==> src/rtl/ncd_pkg.sv <==
package ncd_pkg;
  localparam int CMP_W = 12;
  localparam logic [CMP_W-1:0] ADR_UNL1 = 12'h555;
  localparam logic [CMP_W-1:0] ADR_UNL2 = 12'h2AA;
  localparam logic [CMP_W-1:0] ADR_CR0  = 12'h000;
  localparam logic [CMP_W-1:0] ADR_CR1  = 12'h001;

  localparam logic [7:0] C_UNL1   = 8'hAA;
  localparam logic [7:0] C_UNL2   = 8'h55;
  localparam logic [7:0] C_RESET  = 8'hF0;
  localparam logic [7:0] C_AUTO   = 8'h90;
  localparam logic [7:0] C_PROG   = 8'hA0;
  localparam logic [7:0] C_BYP    = 8'h20;
  localparam logic [7:0] C_ERASE  = 8'h80;
  localparam logic [7:0] C_CHIP   = 8'h10;
  localparam logic [7:0] C_SECT   = 8'h30;
  localparam logic [7:0] C_CFG    = 8'hD0;
  localparam logic [7:0] C_BUF    = 8'h25;
  localparam logic [7:0] C_COMMIT = 8'h29;
  localparam logic [7:0] C_SUSP   = 8'hB0;
  localparam logic [7:0] C_RESUME = 8'h30;
  localparam logic [7:0] C_BEXIT1 = 8'h90;
  localparam logic [7:0] C_BEXIT2 = 8'h00;

  typedef enum logic [3:0] {
    OP_NONE       = 4'd0,
    OP_RESET      = 4'd1,
    OP_AUTOSEL    = 4'd2,
    OP_PROG       = 4'd3,
    OP_BUF_LOAD   = 4'd4,
    OP_BUF_COMMIT = 4'd5,
    OP_SECT_ERASE = 4'd6,
    OP_CHIP_ERASE = 4'd7,
    OP_SUSPEND    = 4'd8,
    OP_RESUME     = 4'd9,
    OP_CFG_WRITE  = 4'd10,
    OP_BYP_ENTER  = 4'd11,
    OP_BYP_EXIT   = 4'd12
  } op_kind_e;

  typedef enum logic [4:0] {
    S_IDLE, S_UNL2, S_CMD, S_PROG_WR,
    S_ER_UNL1, S_ER_UNL2, S_ER_FIN,
    S_CFG0, S_CFG1,
    S_BUF_CNT, S_BUF_WORD, S_BUF_COMMIT,
    S_BYP_IDLE, S_BYP_PROG, S_BYP_ERASE, S_BYP_EXIT,
    S_ERR
  } seq_state_e;
endpackage

==> src/rtl/ncd_match.sv <==
module ncd_match
  import ncd_pkg::*;
(
  input  logic [CMP_W-1:0] addr_lo,
  output logic             at_unl1,
  output logic             at_unl2,
  output logic             at_cr0,
  output logic             at_cr1
);
  localparam int NKEY = 4;
  localparam logic [NKEY-1:0][CMP_W-1:0] KEYS = {ADR_CR1, ADR_CR0, ADR_UNL2, ADR_UNL1};

  logic [NKEY-1:0] hit;

  for (genvar g = 0; g < NKEY; g++) begin : g_key
    assign hit[g] = (addr_lo == KEYS[g]);
  end

  assign at_unl1 = hit[0];
  assign at_unl2 = hit[1];
  assign at_cr0  = hit[2];
  assign at_cr1  = hit[3];
endmodule

==> src/rtl/ncd_buf_track.sv <==
module ncd_buf_track #(
  parameter int AW        = 24,
  parameter int BUF_WORDS = 32,
  localparam int PG_LOG   = $clog2(BUF_WORDS),
  localparam int CNT_W    = PG_LOG
) (
  input  logic             clk,
  input  logic             rst_n,
  input  logic             cnt_load,
  input  logic [CNT_W-1:0] cnt_val,
  input  logic             word_acc,
  input  logic [AW-1:0]    addr,
  output logic             last_word,
  output logic             page_ok,
  output logic [CNT_W-1:0] word_idx,
  output logic [CNT_W-1:0] total
);
  logic [CNT_W-1:0]     idx_q, total_q;
  logic [AW-PG_LOG-1:0] base_pg_q;
  logic [PG_LOG-1:0]    base_off_q;

  always_ff @(posedge clk or negedge rst_n) begin
    if (!rst_n) begin
      idx_q      <= '0;
      total_q    <= '0;
      base_pg_q  <= '0;
      base_off_q <= '0;
    end else if (cnt_load) begin
      idx_q   <= '0;
      total_q <= cnt_val;
    end else if (word_acc) begin
      idx_q <= idx_q + 1'b1;
      if (idx_q == '0) begin
        base_pg_q  <= addr[AW-1:PG_LOG];
        base_off_q <= addr[PG_LOG-1:0];
      end
    end
  end

  assign page_ok   = (idx_q == '0) ||
                     ((addr[AW-1:PG_LOG] == base_pg_q) && (addr[PG_LOG-1:0] >= base_off_q));
  assign last_word = (idx_q == total_q);
  assign word_idx  = idx_q;
  assign total     = total_q;
endmodule

==> src/rtl/ncd_fsm.sv <==
module ncd_fsm
  import ncd_pkg::*;
#(
  parameter int AW        = 24,
  parameter int SECT_LOG  = 14,
  parameter int BUF_WORDS = 32
) (
  input  logic          clk,
  input  logic          rst_n,
  input  logic          wr_valid,
  input  logic [AW-1:0] addr,
  input  logic [15:0]   data,
  input  logic          at_unl1,
  input  logic          at_unl2,
  input  logic          at_cr0,
  input  logic          at_cr1,
  input  logic          page_ok,
  input  logic          last_word,
  output op_kind_e      op_d,
  output logic          abort_d,
  output logic          cnt_load,
  output logic          word_acc,
  output logic          cr0_load,
  output logic          err,
  output logic          byp
);
  localparam logic [15:0] MAX_CNT = 16'(BUF_WORDS - 1);

  seq_state_e state_q, state_d;
  logic [AW-SECT_LOG-1:0] sa_q;
  logic       sa_load;
  logic [7:0] cmd;
  logic       data_cycle;
  logic       sect_hit;

  assign cmd        = data[7:0];
  assign sect_hit   = (addr[AW-1:SECT_LOG] == sa_q);
  assign data_cycle = state_q inside {S_PROG_WR, S_BYP_PROG, S_BUF_CNT, S_BUF_WORD, S_CFG0, S_CFG1};

  always_comb begin
    state_d  = state_q;
    op_d     = OP_NONE;
    abort_d  = 1'b0;
    cnt_load = 1'b0;
    word_acc = 1'b0;
    cr0_load = 1'b0;
    sa_load  = 1'b0;
    if (wr_valid) begin
      if (cmd == C_RESET && !data_cycle) begin
        state_d = S_IDLE;
        op_d    = OP_RESET;
      end else begin
        unique case (state_q)
          S_IDLE: begin
            if (at_unl1 && cmd == C_UNL1) state_d = S_UNL2;
            else if (cmd == C_SUSP)       op_d = OP_SUSPEND;
            else if (cmd == C_RESUME)     op_d = OP_RESUME;
            else                          state_d = S_ERR;
          end
          S_UNL2:    state_d = (at_unl2 && cmd == C_UNL2) ? S_CMD : S_ERR;
          S_CMD: begin
            state_d = S_ERR;
            if (at_unl1 && cmd == C_AUTO) begin
              op_d = OP_AUTOSEL; state_d = S_IDLE;
            end else if (at_unl1 && cmd == C_PROG) begin
              state_d = S_PROG_WR;
            end else if (at_unl1 && cmd == C_BYP) begin
              op_d = OP_BYP_ENTER; state_d = S_BYP_IDLE;
            end else if (at_unl1 && cmd == C_ERASE) begin
              state_d = S_ER_UNL1;
            end else if (at_unl1 && cmd == C_CFG) begin
              state_d = S_CFG0;
            end else if (cmd == C_BUF) begin
              sa_load = 1'b1; state_d = S_BUF_CNT;
            end
          end
          S_PROG_WR: begin
            op_d = OP_PROG; state_d = S_IDLE;
          end
          S_ER_UNL1: state_d = (at_unl1 && cmd == C_UNL1) ? S_ER_UNL2 : S_ERR;
          S_ER_UNL2: state_d = (at_unl2 && cmd == C_UNL2) ? S_ER_FIN : S_ERR;
          S_ER_FIN: begin
            state_d = S_IDLE;
            if (at_unl1 && cmd == C_CHIP) op_d = OP_CHIP_ERASE;
            else if (cmd == C_SECT)       op_d = OP_SECT_ERASE;
            else                          state_d = S_ERR;
          end
          S_CFG0: begin
            if (at_cr0) begin
              cr0_load = 1'b1; state_d = S_CFG1;
            end else if (at_cr1) begin
              state_d = S_IDLE;
            end else begin
              state_d = S_ERR;
            end
          end
          S_CFG1: begin
            if (at_cr1) begin
              op_d = OP_CFG_WRITE; state_d = S_IDLE;
            end else begin
              state_d = S_ERR;
            end
          end
          S_BUF_CNT: begin
            if (data > MAX_CNT) begin
              abort_d = 1'b1; state_d = S_ERR;
            end else begin
              cnt_load = 1'b1; state_d = S_BUF_WORD;
            end
          end
          S_BUF_WORD: begin
            if (!page_ok) begin
              abort_d = 1'b1; state_d = S_ERR;
            end else begin
              op_d = OP_BUF_LOAD; word_acc = 1'b1;
              if (last_word) state_d = S_BUF_COMMIT;
            end
          end
          S_BUF_COMMIT: begin
            if (cmd == C_COMMIT && sect_hit) begin
              op_d = OP_BUF_COMMIT; state_d = S_IDLE;
            end else begin
              state_d = S_ERR;
            end
          end
          S_BYP_IDLE: begin
            if (cmd == C_PROG)        state_d = S_BYP_PROG;
            else if (cmd == C_ERASE)  state_d = S_BYP_ERASE;
            else if (cmd == C_BEXIT1) state_d = S_BYP_EXIT;
            else                      state_d = S_ERR;
          end
          S_BYP_PROG: begin
            op_d = OP_PROG; state_d = S_BYP_IDLE;
          end
          S_BYP_ERASE: begin
            state_d = S_BYP_IDLE;
            if (cmd == C_SECT)      op_d = OP_SECT_ERASE;
            else if (cmd == C_CHIP) op_d = OP_CHIP_ERASE;
            else                    state_d = S_ERR;
          end
          S_BYP_EXIT: begin
            if (cmd == C_BEXIT2) begin
              op_d = OP_BYP_EXIT; state_d = S_IDLE;
            end else begin
              state_d = S_ERR;
            end
          end
          default: state_d = S_ERR;
        endcase
      end
    end
  end

  always_ff @(posedge clk or negedge rst_n) begin
    if (!rst_n) begin
      state_q <= S_IDLE;
      sa_q    <= '0;
    end else begin
      state_q <= state_d;
      if (sa_load) sa_q <= addr[AW-1:SECT_LOG];
    end
  end

  assign err = (state_q == S_ERR);
  assign byp = state_q inside {S_BYP_IDLE, S_BYP_PROG, S_BYP_ERASE, S_BYP_EXIT};
endmodule

==> src/rtl/nvm_cmd_decoder.sv <==
module nvm_cmd_decoder
  import ncd_pkg::*;
#(
  parameter int AW        = 24,
  parameter int SECT_LOG  = 14,
  parameter int BUF_WORDS = 32,
  localparam int CNT_W    = $clog2(BUF_WORDS)
) (
  input  logic             clk,
  input  logic             rst_n,
  input  logic             wr_valid,
  input  logic [AW-1:0]    wr_addr,
  input  logic [15:0]      wr_data,
  output logic             op_stb,
  output logic [3:0]       op_kind,
  output logic [AW-1:0]    op_addr,
  output logic [15:0]      op_data,
  output logic [CNT_W-1:0] op_cnt,
  output logic [15:0]      cfg_first,
  output logic             abort_o,
  output logic             err_o,
  output logic             byp_o
);
  logic rst_meta_q, rst_sync_n;

  always_ff @(posedge clk or negedge rst_n) begin
    if (!rst_n) {rst_sync_n, rst_meta_q} <= 2'b00;
    else        {rst_sync_n, rst_meta_q} <= {rst_meta_q, 1'b1};
  end

  logic at_unl1, at_unl2, at_cr0, at_cr1;
  logic page_ok, last_word, cnt_load, word_acc, cr0_load, abort_d, err, byp;
  logic [CNT_W-1:0] word_idx, total;
  op_kind_e op_d;

  ncd_match u_match (
    .addr_lo (wr_addr[CMP_W-1:0]),
    .at_unl1 (at_unl1),
    .at_unl2 (at_unl2),
    .at_cr0  (at_cr0),
    .at_cr1  (at_cr1)
  );

  ncd_buf_track #(.AW(AW), .BUF_WORDS(BUF_WORDS)) u_buf (
    .clk       (clk),
    .rst_n     (rst_sync_n),
    .cnt_load  (cnt_load),
    .cnt_val   (wr_data[CNT_W-1:0]),
    .word_acc  (word_acc),
    .addr      (wr_addr),
    .last_word (last_word),
    .page_ok   (page_ok),
    .word_idx  (word_idx),
    .total     (total)
  );

  ncd_fsm #(.AW(AW), .SECT_LOG(SECT_LOG), .BUF_WORDS(BUF_WORDS)) u_fsm (
    .clk       (clk),
    .rst_n     (rst_sync_n),
    .wr_valid  (wr_valid),
    .addr      (wr_addr),
    .data      (wr_data),
    .at_unl1   (at_unl1),
    .at_unl2   (at_unl2),
    .at_cr0    (at_cr0),
    .at_cr1    (at_cr1),
    .page_ok   (page_ok),
    .last_word (last_word),
    .op_d      (op_d),
    .abort_d   (abort_d),
    .cnt_load  (cnt_load),
    .word_acc  (word_acc),
    .cr0_load  (cr0_load),
    .err       (err),
    .byp       (byp)
  );

  logic             fire;
  logic             op_stb_q, abort_q;
  op_kind_e         op_kind_q;
  logic [AW-1:0]    op_addr_q;
  logic [15:0]      op_data_q, cr0_q;
  logic [CNT_W-1:0] op_cnt_q, cnt_sel;

  assign fire = wr_valid && (op_d != OP_NONE);

  always_comb begin
    unique case (op_d)
      OP_BUF_LOAD:   cnt_sel = word_idx;
      OP_BUF_COMMIT: cnt_sel = total;
      default:       cnt_sel = '0;
    endcase
  end

  always_ff @(posedge clk or negedge rst_sync_n) begin
    if (!rst_sync_n) begin
      op_stb_q <= 1'b0;
      abort_q  <= 1'b0;
    end else begin
      op_stb_q <= fire;
      abort_q  <= wr_valid && abort_d;
    end
  end

  always_ff @(posedge clk or negedge rst_sync_n) begin
    if (!rst_sync_n) begin
      op_kind_q <= OP_NONE;
      op_addr_q <= '0;
      op_data_q <= '0;
      op_cnt_q  <= '0;
    end else if (fire) begin
      op_kind_q <= op_d;
      op_addr_q <= wr_addr;
      op_data_q <= wr_data;
      op_cnt_q  <= cnt_sel;
    end
  end

  always_ff @(posedge clk or negedge rst_sync_n) begin
    if (!rst_sync_n)              cr0_q <= '0;
    else if (wr_valid && cr0_load) cr0_q <= wr_data;
  end

  assign op_stb    = op_stb_q;
  assign op_kind   = op_kind_q;
  assign op_addr   = op_addr_q;
  assign op_data   = op_data_q;
  assign op_cnt    = op_cnt_q;
  assign cfg_first = cr0_q;
  assign abort_o   = abort_q;
  assign err_o     = err;
  assign byp_o     = byp;
endmodule

==> config.mk <==
export PLATFORM = sky130hd
export DESIGN_NAME = nvm_cmd_decoder
export DESIGN_NICKNAME = d
export VERILOG_FILES = /design/src/rtl/ncd_pkg.sv /design/src/rtl/ncd_match.sv /design/src/rtl/ncd_buf_track.sv /design/src/rtl/ncd_fsm.sv /design/src/rtl/nvm_cmd_decoder.sv
export SDC_FILE = /design/constraint.sdc
export NUM_CORES = 1
export LEC_CHECK = 0
export CORE_AREA = 2 2 142 144
export CTS_CLUSTER_SIZE = 8
export DETAILED_ROUTE_END_ITERATION = 8
export DIE_AREA = 0 0 144 146
export DONT_BUFFER_PORTS = 1
export SETUP_SLACK_MARGIN = 0.02
export SLEW_MARGIN = 15
export SYNTH_ARGS = -nofsm -noshare
export SYNTH_HDL_FRONTEND = slang
export SYNTH_SLANG_ARGS = --single-unit
==> constraint.sdc <==
create_clock -name clk -period 3.9 [get_ports clk]
set_input_delay 0.39 -clock clk [delete_from_list [all_inputs] [get_ports clk]]
set_output_delay 0.39 -clock clk [all_outputs]
set_load 0.02 [all_outputs]
==> impl.org, run 1 <==
** Floorplan
- The die covers 21000 sq um.
- For this design the top-level I/O count stands at 112.
- The region available for standard cell placement spans a little under 20000 sq um.
- In this run the horizontal extent of the chip is 144 microns.
- From bottom edge to top edge, the die measures 146 microns.
- After floorplanning, the core was divided into 51 placement rows.
- The initial utilization of the core area, before any placement, comes to 31.0%.

** Critical path
- Sum of buffers and inverters on the critical path :: 0
- The critical path goes through nand3b_1, or2_1, o311ai_1, o311ai_1, o31ai_1, o21a_4, and2_4, mux2_2.
- STA classifies the critical path endpoint as a register.
- On the critical path, the stage with the largest delay is an instance of and2_4.
- In this design, the largest share of critical-path delay is due to simple AND/OR/NAND/NOR gates.
- Kind of launch point of the worst setup path :: register
- By instance count, the cell type seen most on the critical path is o311ai_1.
- Crit path max fanout :: between 40 and 50
- Data required time of the worst path :: 4.20 ns
- Data arrival time of the critical path :: 3.89 ns
- The worst setup path is of the reg2reg kind.
- For this run, the slowest stage of the critical path takes between 0.6 and 0.7 ns.

** Power
- In this run the power spent charging and discharging nets is 0.00145 W.
- Sequential power share :: around half
- Combinational cells account for between 15 and 20% of the total power.
- Per report_power, the clock group accounts for 34.0% of the total.
- Switch share :: 32.9%
- The design draws approximately 0.0044 W.
- Power per unit of standard cell area :: ~640 nW/um^2
- In this run the static leakage power is 3.13 nW.
- The internal portion of the total power is 0.00296 W.
- Peak VDD IR :: 0.309 mV

** Routing
- Violation count after the first detailed-routing iteration :: 411
- Routed len/inst :: around 20 microns
- Routed met2 length :: 7510 microns
- Wires add up to 15500 microns.
- After detailed routing, the number of vias per cell comes to 5.10.
- The pre-antenna-repair detailed-routing pass consisted of 4 iterations.
- For this run, design rule violations remaining after detail routing come to 0.
- The count of nets left with antenna violations once routing finished came out at 0.
- For this block, the via count after detailed routing is 4057.
- Highest routed metal layer :: met4
- In the detailed route, the total length drawn on met3 is 1040 microns.
- Met1 routed wirelength after detailed routing :: between 6000 and 7000 microns

** Logic synthesis
- Number of flops mapped to enable cells by yosys :: 0
- Register bit count reported by yosys :: 118
- Mapped cell area :: 5980 sq um
- The number of nets in the synthesized netlist is 559.
- The synthesized netlist devotes 7.53% of its cell area to compound gates.
- The most used flip-flop cell after synthesis is dfrtp_1.
- Sequential fraction of the synthesis area :: 49.3%
- Area fraction in and, or, nand and nor cells after synthesis :: 14.2%
- Portion of netlist area occupied by mux cells :: between 15 and 20%
- Count of unique library cells instantiated by Yosys :: between 60 and 70
- Dominant combinational cell family by area after synthesis :: multiplexers
- Top area cells in the synthesized netlist :: dfrtp_1, mux2_2, mux2_4
- In the post-synthesis netlist, the cell with the most instances is dfrtp_1.
- Top cell type's share of synthesized area :: about half
- Yosys warning count :: 0
- Ranked by instance count, the synthesized netlist is headed by dfrtp_1, mux2_2, nor2_1.
- The synthesized design spends more area on one cell type than any other, namely dfrtp_1.
- Mapped Avg Cell Area :: 11.8 sq um
- Of the total synthesized cell area, the portion taken by full adders, half adders and majority gates is around 1.5%.
- After synthesis, the share of flip-flops with an asynchronous set or reset is between 90% and 100%.
- Gate Count Post-Synth :: ~500
- Share of the synthesized netlist area taken by xor and xnor gates :: 5.85%

** Finish
- Number of diodes :: 0
- Ratio of cells with drive above 1 in the final layout :: between 20 and 30%
- For this run, the post-layout net count is roughly 570.
- Relative to the synthesized area, the layout overhead comes to 14.8%.
- Non-Filler Cell Area, Final :: a little under 7000 sq um
- Count of non-filler cells in the finished layout :: 795

** STA
- Worst relative slew slack :: 44.5%
- Based on the critical path, the design can be clocked at up to 279 MHz.
- Between clock sinks in the finished design, the worst skew comes to approximately 0.0090 ns.
- Setup repair after global routing left no endpoint under its margin.
- The worst path uses approximately 92% of the clock period.
- Number of failing setup endpoints in the final timing report :: 0
- Max-slew violation total from the final report :: 0
- Count of final hold-check violations :: 0
- Transition time at the pin with the least slew margin :: 0.833 ns
- Total Negative Setup Slacks :: 0 ns
- The smallest clock period supported by the final layout is computed as 3.59 ns.
- Slack of the critical path :: 0.314 ns

** Placement
- At the end of routability-driven placement, the weighted congestion stood at 0.896.
- Placed wire-length estimate :: 11200 microns
- Pre-CTS setup slack :: 0.322 ns
- Buffers placed on the I/O ports in this run total 0.
- The number of placed instances, taps included, is 762.
- In this run the cell area measured after placement is 6290 sq um.

** GRT
- Remaining global-route overflow :: 0
- Via count of the first global-routing pass :: approximately 4.3k
- The initial antenna violation count came to 0.
- First-pass GRT wire length :: 24900 microns
- Entering global routing, the biggest net connects 63 pins.
- For this run, the total global-route usage over all layers was measured as 15.5%.

** Clock tree
- Clock tree from TritonCTS :: yes
- Number of buffers added for setup after CTS :: 0
- Clock Pin Slew Worst Setup and Hold Paths :: roughly 0.06 ns
- No sink is reached through more buffers than the 2 on the longest clock path.
- After clock tree synthesis, the repair step resized 0 gates.
- Clock buffer count from CTS :: 17
- Clk root buf :: clkbuf_16
- Clk sinks :: 118
- Clock Latency Late Sink :: 0.42 ns
- The clock tree synthesis step divided the H-tree into 4 levels.

** Min path
- The worst hold path belongs to the class in2reg.

** Run status
- Run status :: completed

** Flow run
- The tool flagged a number of max-cap violations equal to 0.
==> routing by layer <==
layer / global-route usage [%] / up-vias
met3: 5.10 / 26
li1: - / 1862
met4: 6.27 / 0
met2: 24.1 / 121
met5: 0 / -
met1: 19.8 / 2048
==> cells by family (layout without fill, tap and decap cells) <==
family / after synthesis / count (layout)
XOR/XNOR: 40 / 40
other: 1 / 1
adder cells (fa/ha/maj): 7 / 7
buffers and inverters: 38 / 59
flip-flops: 118 / 118
AO/OA/AOI/OAI: 65 / 65
multiplexers: 92 / 92
AND/OR/NAND/NOR: 148 / 148
==> per-stage QoR <==
| stage | utilization, % | hold WS (ns) |
|---|---|---|
| 2_1_floorplan | - | 0.0944 |
| 3_3_place_gp | 32.5 | 0.0945 |
| 3_5_place_dp | 32.5 | 0.0945 |
| 4_1_cts | 35.5 | 0.0738 |
| 5_1_grt | 35.5 | 0.0759 |
| 6_report | 35.5 | 0.0962 |
==> power by group through the flow <==
stage | Sequential [W] | Combinational, W | Clock [W]
after global routing | 0.00219 | 0.000854 | 0.00160
after CTS | 0.00215 | 0.000779 | 0.00153
after detailed placement | 0.00216 | 0.000776 | 0
after floorplan | 0.00206 | 0.000657 | 0
final | 0.00214 | 0.000770 | 0.00150
after global placement | 0.00215 | 0.000758 | 0
==> registers in the layout, summed over array words and instances (netlist names) <==
| name | cells |
|---|---|
| op_addr | 24 |
| rst_meta_q | 1 |
| abort_o | 1 |
| op_cnt | 5 |
| cfg_first | 16 |
| op_stb | 1 |
| u_fsm.sa_q | 10 |
| u_fsm.state_q | 5 |
| u_buf.base_off_q | 5 |
| u_buf.total | 5 |
| u_buf.word_idx | 5 |
| u_buf.base_pg_q | 19 |
| rst_sync_n | 1 |
| op_kind | 4 |
| op_data | 16 |
==> what timing repair did <==
item,CTS,global route
hold buffers,1,0
setup endpoints to repair,0,0
hold endpoints to repair,2,0
==> worst paths after layout <==
kind / startpoint / to / slack (ns) / cells past startpoint
max: u_fsm.state_q[0] / op_addr[1] / 0.31 / 8
min: wr_addr[1] / u_buf.base_off_q[1] / 0.1 / 2
max reg2reg: u_fsm.state_q[0] / op_addr[1] / 0.31 / 8
min reg2reg: rst_meta_q / rst_sync_n / 0.35 / 0
max in group asynchronous: rst_sync_n / op_data[5] / 2.54 / 1
min in group asynchronous: rst_n / rst_sync_n / 0.20 / 1
==> layout by cell type, fill, tap and decap left out, types with 3 or more instances in the layout <==
master,count
nor3b_1,3
xor2_1,18
inv_1,12
nor2_1,28
a221o_1,4
clkbuf_16,17
nand3_1,11
mux2_4,20
xnor2_1,22
nand2b_1,5
nand3b_1,3
and2_1,4
clkinvlp_4,6
clkbuf_8,3
o22ai_1,3
nand4_1,12
ha_1,7
nor3_1,8
nor2b_1,3
nor4_1,13
mux2_2,61
o21ai_0,12
and3_1,7
a21oi_1,13
a31oi_1,9
buf_4,14
nand2_1,26
mux2_1,10
a21o_1,6
dfrtp_1,117
==> layout make-up <==
type / count / area, sq um
fillers: 1904 / 12500
multi-input cells: 353 / 2850
well taps: 265 / 332
repair buffers: 15 / 115
clock inverters: 10 / 97.6
inverters: 12 / 45.0
flip-flops and latches: 118 / 2960
clock buffers: 22 / 474
(Power assumes the default switching activity.)
==> run 2, diff against run 1 <==
- clock period: 3.9 -> 3.4 ns (I/O delays scaled with it)
==> run 2 against run 1 <==
Register-to-register slack worse by 0.06 ns. Utilization up 0.47 points. Combinational power up 19%.
==> impl.org, run 2 (synthesis gave the netlist of run 1 again) <==
** GRT
- Number of antenna violations at the first check in global routing :: 0 (unchanged)
- Total routing usage reported by global routing :: 16.1% (+0.56 points)
- The wire length of the first global-routing pass was 25900 microns (+3.7%).
- The via count of the first global-routing pass is 4483 (+5.3%).
- Remaining global-route overflow :: 0 (unchanged)
- Pin count of the biggest net entering global routing :: 65 (+3.2%)

** Finish
- Fill cell count :: 1914 (+0.53%)
- The top cell types in the final layout, fill and taps aside, are dfrtp_1, mux2_2, nor2_1, nand2_1, buf_4.
- The number of flip-flops under the largest register name was 24 (unchanged).
- Number of nets in the layout :: 580 (+2.3%)
- Compared with the post-synthesis result, the final layout area differs by 16.3%.
- The count of antenna diodes in the layout was 0 (unchanged).
- The fraction of layout cells with a size suffix above 1 came to 27.5% (+1.6 points).
- Commonest non-fill, non-tap cell in the layout :: dfrtp_1

** STA
- Max-slew violation total from the final report :: 0 (unchanged)
- The fmax is 318 MHz (+14%).
- The final worst slack was 0.258 ns (-0.0554 ns).
- Number of failing setup endpoints in the final timing report :: 0 (unchanged)
- Transition time at the pin with the least slew margin :: 0.757 ns (-0.0755 ns)
- Setup repair after global routing left no endpoint under its margin.
- The worst slew slack as a fraction of its limit came to 49.5% (+5.0 points).
- The worst clock skew is 0.00955 ns (+0.000558 ns).
- Post-route clock period utilization :: 92.4% (+0.45 points)
- Count of final hold-check violations :: 0 (unchanged)
- The clock period minus final worst setup slack was 3.14 ns (-0.445 ns).
- The final-layout setup total negative slack came to 0 ns (unchanged).

** Min path
- The startpoint identified for the worst hold timing path is wr_addr[1].
- Min-Delay Path Class :: in2reg

** Floorplan
- Die Area :: 21000 sq um (unchanged)
- Initial Util :: 31.0% (unchanged)
- Placement Rows :: 51 (unchanged)
- The width of the chip came to 144 microns (unchanged).
- The floorplan core area came to 19300 sq um (unchanged).
- I/O pin count :: 112 (unchanged)
- Height of the die :: 146 microns (unchanged)

** Placement
- Placed wire-length estimate :: 11400 microns (+1.7%)
- GPL Wtd Cong :: 0.912 (+1.8%)
- The worst setup timing slack at the placement stage was -0.124 ns (-0.446 ns).
- The number of I/O port buffers is 0 (unchanged).

** Routing
- TritonRoute pass-1 iters :: 4 (unchanged)
- Routed len/inst :: 19.8 microns (+1.5%)
- Violation count after the first detailed-routing iteration :: 290 (-29%)
- The antenna violation net count after detailed routing came to 0 (unchanged).
- The number of vias in the routed layout is 4111 (+1.3%).
- Post-route DRC violation count :: 0 (unchanged)
- Wire length reported by the detailed router :: 16000 microns (+3.1%)
- The met3 routed wirelength was 984 microns (-5.4%).
- The total routed wire length on the met1 layer was 6870 microns (+4.5%).
- The amount of wire on met2 after detailed routing was 7760 microns (+3.3%).
- Drt via density :: 5.09 (-0.18%)
- Highest routed metal layer :: met4

** Clock tree
- Clk sinks :: 118 (unchanged)
- Clock Latency Late Sink :: 0.42 ns (about the same)
- The number of H-tree branching levels was 4 (unchanged).
- Clock buffer count from CTS :: 17 (unchanged)
- Clock Pin Slew Worst Setup and Hold Paths :: 0.05 ns (about the same)
- Clock tree from TritonCTS :: yes
- The tree is rooted in a clkbuf_16.
- Clock tree buffer depth :: 2 (unchanged)
- The post-CTS setup-driven buffer insertion count is 0 (unchanged).

** Run status
- The run finished with clean final reports.

** Power
- Pleak :: 3.19 nW (+2.0%)
- Peak VDD IR :: 0.338 mV (+9.6%)
- The total power draw is 0.00499 W (+13%).
- The power per cell area was 718 nW/um^2 (+12%).

** Critical path
- The biggest cell delay along the critical path is 0.48 ns (-0.17 ns).
- The data arrival time at the worst-slack endpoint is 3.44 ns (-0.45 ns).
- Start point of the critical path :: u_fsm.state_q[2]
- The worst setup path is launched from a register.
- Crit path kind :: reg2reg
- R2R Path Start :: u_fsm.state_q[2]
- The data required time at the worst endpoint was 3.70 ns (-0.50 ns).
- CP max stage cell :: dfrtp_1
- STA classifies the critical path endpoint as a register.
- CP cell instances :: and2b_1, a21oi_1, o311ai_1, o311ai_1, o31ai_2, o21a_4, and2_4, mux2_4
- Crit path max fanout :: 22 (-50%)
- In this design, the critical path's most frequently occurring cell is o311ai_1.

** Flow run
- Number of maximum-capacitance violations :: 0 (unchanged)
-- run 2: changes by cell type in the layout (fill, tap and decap cells not counted), moves of 2 or more --
| cell | previous run | this run |
|---|---|---|
| buf_12 | 0 | 2 |
| buf_4 | 14 | 24 |
| clkbuf_8 | 3 | 1 |
| clkinv_2 | 1 | 6 |
| clkinvlp_4 | 6 | 3 |
-- run 2: worst max-delay path, delay by kind of cell, from the launching register on --
kind             cells  cell delay (ns)
AND/OR/NAND/NOR      2             0.73
flip-flops           1             0.48
AO/OA/AOI/OAI        5             1.46
multiplexers         1             0.34
-- run 2: what timing repair did --
item,CTS,global route
cloned,1,0
hold buffers,1,0
pin swaps,0,0
hold endpoints to repair,2,0
gates resized for setup,1,1
setup endpoints to repair,39,40
-- run 2: power breakdown --
group | internal, W | switching (W) | leakage, nW | total [W]
sequential | 0.00180 | 0.000647 | 1.53 | 0.00245
clock | 0.00101 | 0.000619 | 0.258 | 0.00163
combinational | 0.000555 | 0.000363 | 1.40 | 0.000917
total | 0.00336 | 0.00163 | 3.19 | 0.00499
-- run 2: metrics by stage --
| step | cells | cell area (sq um) | hold slack [ns] | util (%) |
|---|---|---|---|---|
| global placement | 774 | 6400 | 0.0445 | 33.1 |
| CTS | 807 | 6950 | 0.0284 | 36.0 |
| floorplan | 509 | 5990 | 0.0444 | - |
| global route | 807 | 6960 | 0.0379 | 36.0 |
| finish | 807 | 6960 | 0.0491 | 36.0 |
| detailed placement | 774 | 6400 | 0.0445 | 33.1 |
-- run 2: layout make-up --
type	instances	area, sq um	area share, %
clock buffer	21	450	6.47
inverter	12	45.0	0.647
multi-input combinational	354	2860	41.1
sequential	118	2960	42.5
tap	265	332	4.76
timing repair buffer	27	230	3.31
clock inverter	10	82.6	1.19
-- run 2: worst paths after layout --
| check | to | slack, ns | cells past startpoint |
|---|---|---|---|
| min reg2reg | rst_sync_n | 0.35 | 0 |
| min in group asynchronous | rst_sync_n | 0.16 | 1 |
| max | op_data[9] | 0.26 | 8 |
| max in group asynchronous | u_buf.base_off_q[0] | 2.18 | 1 |
| min | u_buf.base_off_q[1] | 0.05 | 2 |
| max reg2reg | op_data[9] | 0.26 | 8 |
-- run 2: per-layer routing --
layer,GRT usage [%],vias up
met5,0,-
met2,25.3,123
met1,20.5,2078
met4,5.93,0
li1,-,1884
met3,5.20,26
==> run 3, diff against run 2 <==
==> constraint.sdc (replaced) <==
create_clock -name clk -period 3.4 [get_ports clk]
set_input_delay 0.68 -clock clk [delete_from_list [all_inputs] [get_ports clk]]
set_output_delay 0.68 -clock clk [all_outputs]
set_load 0.02 [all_outputs]
==> run 3 against run 2 <==
Hold slack improved by 0.31 ns. Wire length increased by 1.1%. Via count rose by 0.39%. Setup slack lost 0.031 ns. Combinational power rose by 5.1%. Fmax decreased by 0.98%. Register-to-register slack got worse by 0.03 ns. Global-route usage decreased by 0.23 points. Final cell count up 0.99%. Sequential cell count unchanged. Die area did not move. Largest power group unchanged. Highest routed layer unchanged.
==> impl.org, run 3 (synthesis gave the netlist of run 1 again) <==
** GRT
- The global-route congestion overflow total is 0 (unchanged).
- The initial antenna violation count came to 0 (unchanged).
- First-pass GRT wire length :: 25100 microns (-3.0%)
- Via count of the first global-routing pass :: 4276 (-4.6%)
- Total routing usage reported by global routing :: 15.8% (-0.23 points)
- Pin count of the biggest net entering global routing :: 67 (+3.1%)

** Clock tree
- Number of buffers added for setup after CTS :: 0 (unchanged)
- Clock tree buffer depth :: 2 (unchanged)
- Level count of the clock H-tree :: 4 (unchanged)
- The number of CTS-inserted buffers is 17 (unchanged).
- The clock edge transition at the registers on the reported setup and hold paths came to 0.06 ns (about the same).
- TritonCTS built the clock tree.
- Clk sinks :: 118 (unchanged)
- In this run the clock root is driven by a clkbuf_16.
- The clock network latency to the later pin of the worst-skew pair came to 0.42 ns (about the same).

** Power
- The switching part of the total power was 32.5% (-0.17 points).
- The switching power summed over all nets was 0.00170 W (+4.4%).
- Power share of the clock group :: 34.8% (+2.2 points)
- The leakage component of the power came to 3.28 nW (+2.9%).
- Power per unit of standard cell area :: 736 nW/um^2 (+2.5%)
- The logic gate share of total power is 18.4% (about the same).
- Peak VDD IR :: 0.414 mV (+22%)
- The cell-internal power was 0.00354 W (+5.2%).
- Sequential power share :: 46.8% (-2.2 points)
- Final total power :: 0.00524 W (+5.0%)

** Placement
- Post-detailed-placement cell area :: 6500 sq um (+1.5%)
- Placed Instances :: 782 (+1.0%)
- The placed wire-length estimate after detailed placement was 11900 microns (+4.7%).
- The number of I/O port buffers came to 0 (unchanged).
- GPL Wtd Cong :: 0.828 (-9.2%)

** Finish
- Post-Route Utilization :: 36.8% (+0.85 points)
- Commonest non-fill, non-tap cell in the layout :: dfrtp_1
- Count of non-filler cells in the finished layout :: 815 (+0.99%)
- The top cell types in the final layout, fill and taps aside, are dfrtp_1, mux2_2, buf_4, nor2_1, nand2_1.
- Number of diodes :: 0 (unchanged)
- The cell area after layout was 7120 sq um (+2.4%).
- The net count of the finished layout was 587 (+1.2%).
- Max reg flops :: 24 (unchanged)
- The final-layout fill cell count came to 1862 (-2.7%).
- Relative to the synthesized area, the layout overhead comes to 19.0%.
- The fraction of layout cells with a size suffix above 1 was 28.7% (+1.2 points).

** Min path
- Min-Delay Path Class :: reg2reg
- The depth of the worst hold-timing path came to 0 (-2).

** Critical path
- The critical path is of the reg2reg type.
- Data arrival time of the critical path :: 3.46 ns (+0.02 ns)
- The cell family contributing the most delay on the critical path is compound AO/OA/AOI/OAI gates.
- The biggest fanout along the worst timing path was 13 (-41%).
- Walking the worst path, the cells encountered are o21ai_0, a21oi_1, o311ai_1, nand2_1, or3_1, o21a_4, and2_4, buf_12, a221o_1.
- STA classifies the critical path startpoint as a register.
- CP max stage cell :: dfrtp_1
- STA classifies the critical path endpoint as a register.
- The number of buffer and inverter instances along the worst setup path came to 1 (+1).
- Stages on the worst setup path :: 9 (+1)
- Number of cells traversed by the worst register-to-register path :: 9 (+1)
- Data required time of the worst path :: 3.68 ns (-0.02 ns)
- Longest individual stage delay on the worst path :: 0.52 ns (+0.04 ns)

** STA
- The worst clock skew is 0.0140 ns (+0.00447 ns).
- The share of the clock period used by the worst path after layout was 93.3% (+0.91 points).
- The worst slew slack as a fraction of its limit was 50.9% (+1.4 points).
- The fmax is 315 MHz (-0.98%).
- Setup repair after global routing missed its margin :: no
- Max-slew violation total from the final report :: 0 (unchanged)
- Total Negative Setup Slacks :: 0 ns (unchanged)
- The actual slew at the worst max-slew pin was 0.732 ns (-0.0258 ns).
- Post-layout minimum cycle time :: 3.17 ns (+0.0310 ns)
- Number of failing setup endpoints in the final timing report :: 0 (unchanged)
- The number of hold-slack violations in the final timing report came to 0 (unchanged).

** Routing
- Remaining antenna violation count :: 0 (unchanged)
- The remaining routing DRC violations is 0 (unchanged).
- TritonRoute pass-1 iters :: 4 (unchanged)
- The average detailed-routed wire length per instance came to 19.8 microns (+0.13%).
- The vias per cell came to 5.06 (-0.60%).
- The iteration-0 DRC count of the detailed router came to 313 (+7.9%).
- Wire length reported by the detailed router :: 16200 microns (+1.1%)
- Vias :: 4127 (+0.39%)

** Floorplan
- The area of the die came to 21000 sq um (unchanged).
- The count of pins on the block boundary came to 112 (unchanged).
- The chip height is 146 microns (unchanged).
- The number of cell rows was 51 (unchanged).
- The width of the chip came to 144 microns (unchanged).
- The starting density of the core came to 31.0% (unchanged).
- Standard cell core area :: 19300 sq um (unchanged)

** Run status
- The flow ran to the end, and the final reports show no timing, DRC or antenna violations.

** Flow run
- The number of max-capacitance violations reported was 0 (unchanged).
==> run 3: cell count changes in the layout (fill, tap and decap cells not counted), moves of 2 or more <==
cell	change
clkbuf_1	-2
inv_6	+3
buf_4	+5
clkinv_4	+4
buf_12	+3
clkinv_2	-4
bufinv_16	+2
==> run 3: layout make-up <==
cell class              instances  area (sq um)  area share, %
flip-flops and latches        118          2960           41.5
multi-input cells             353          2860           40.1
clock buffers                  18           429           6.02
well taps                     265           332           4.65
repair buffers                 35           328           4.60
clock inverters                14           176           2.48
inverters                      12          45.0          0.632
==> run 3: worst paths after layout <==
| check | startpoint | to | slack, ns |
|---|---|---|---|
| max | u_fsm.state_q[0] | op_cnt[3] | 0.23 |
| min | rst_meta_q | rst_sync_n | 0.35 |
| max reg2reg | u_fsm.state_q[0] | op_cnt[3] | 0.23 |
| min reg2reg | rst_meta_q | rst_sync_n | 0.35 |
| max in group asynchronous | rst_sync_n | u_buf.total[0] | 2.25 |
| min in group asynchronous | rst_sync_n | u_buf.base_off_q[4] | 0.38 |
==> run 3: repair_timing <==
item,in CTS,in global routing
hold buffers,1,0
endpoints found under the hold margin,2,0
gates resized for setup,0,0
==> run 3: per-layer routing <==
| metal | vias up | GRT usage [%] | part of all wire [%] |
|---|---|---|---|
| met3 | 16 | 4.67 | 6.0 |
| met5 | - | 0 | 0 |
| met2 | 103 | 25.8 | 50 |
| met1 | 2101 | 20.2 | 43 |
| li1 | 1907 | - | - |
| met4 | 0 | 4.71 | 1.3 |
==> run 3: power groups by stage <==
stage,Combinational [W],Sequential [W],Clock (W)
global placement,0.000948,0.00247,0
CTS,0.000977,0.00246,0.00187
floorplan,0.000754,0.00236,0
finish,0.000964,0.00245,0.00182
detailed placement,0.000972,0.00248,0
global route,0.00106,0.00251,0.00194
==> run 3: metrics by stage <==
stage	hold WS (ns)	setup WS, ns
floorplan	0.331	0.137
global placement	0.336	0.0711
detailed placement	0.339	0.0821
CTS	0.361	0.236
global route	0.362	0.0602
finish	0.355	0.227
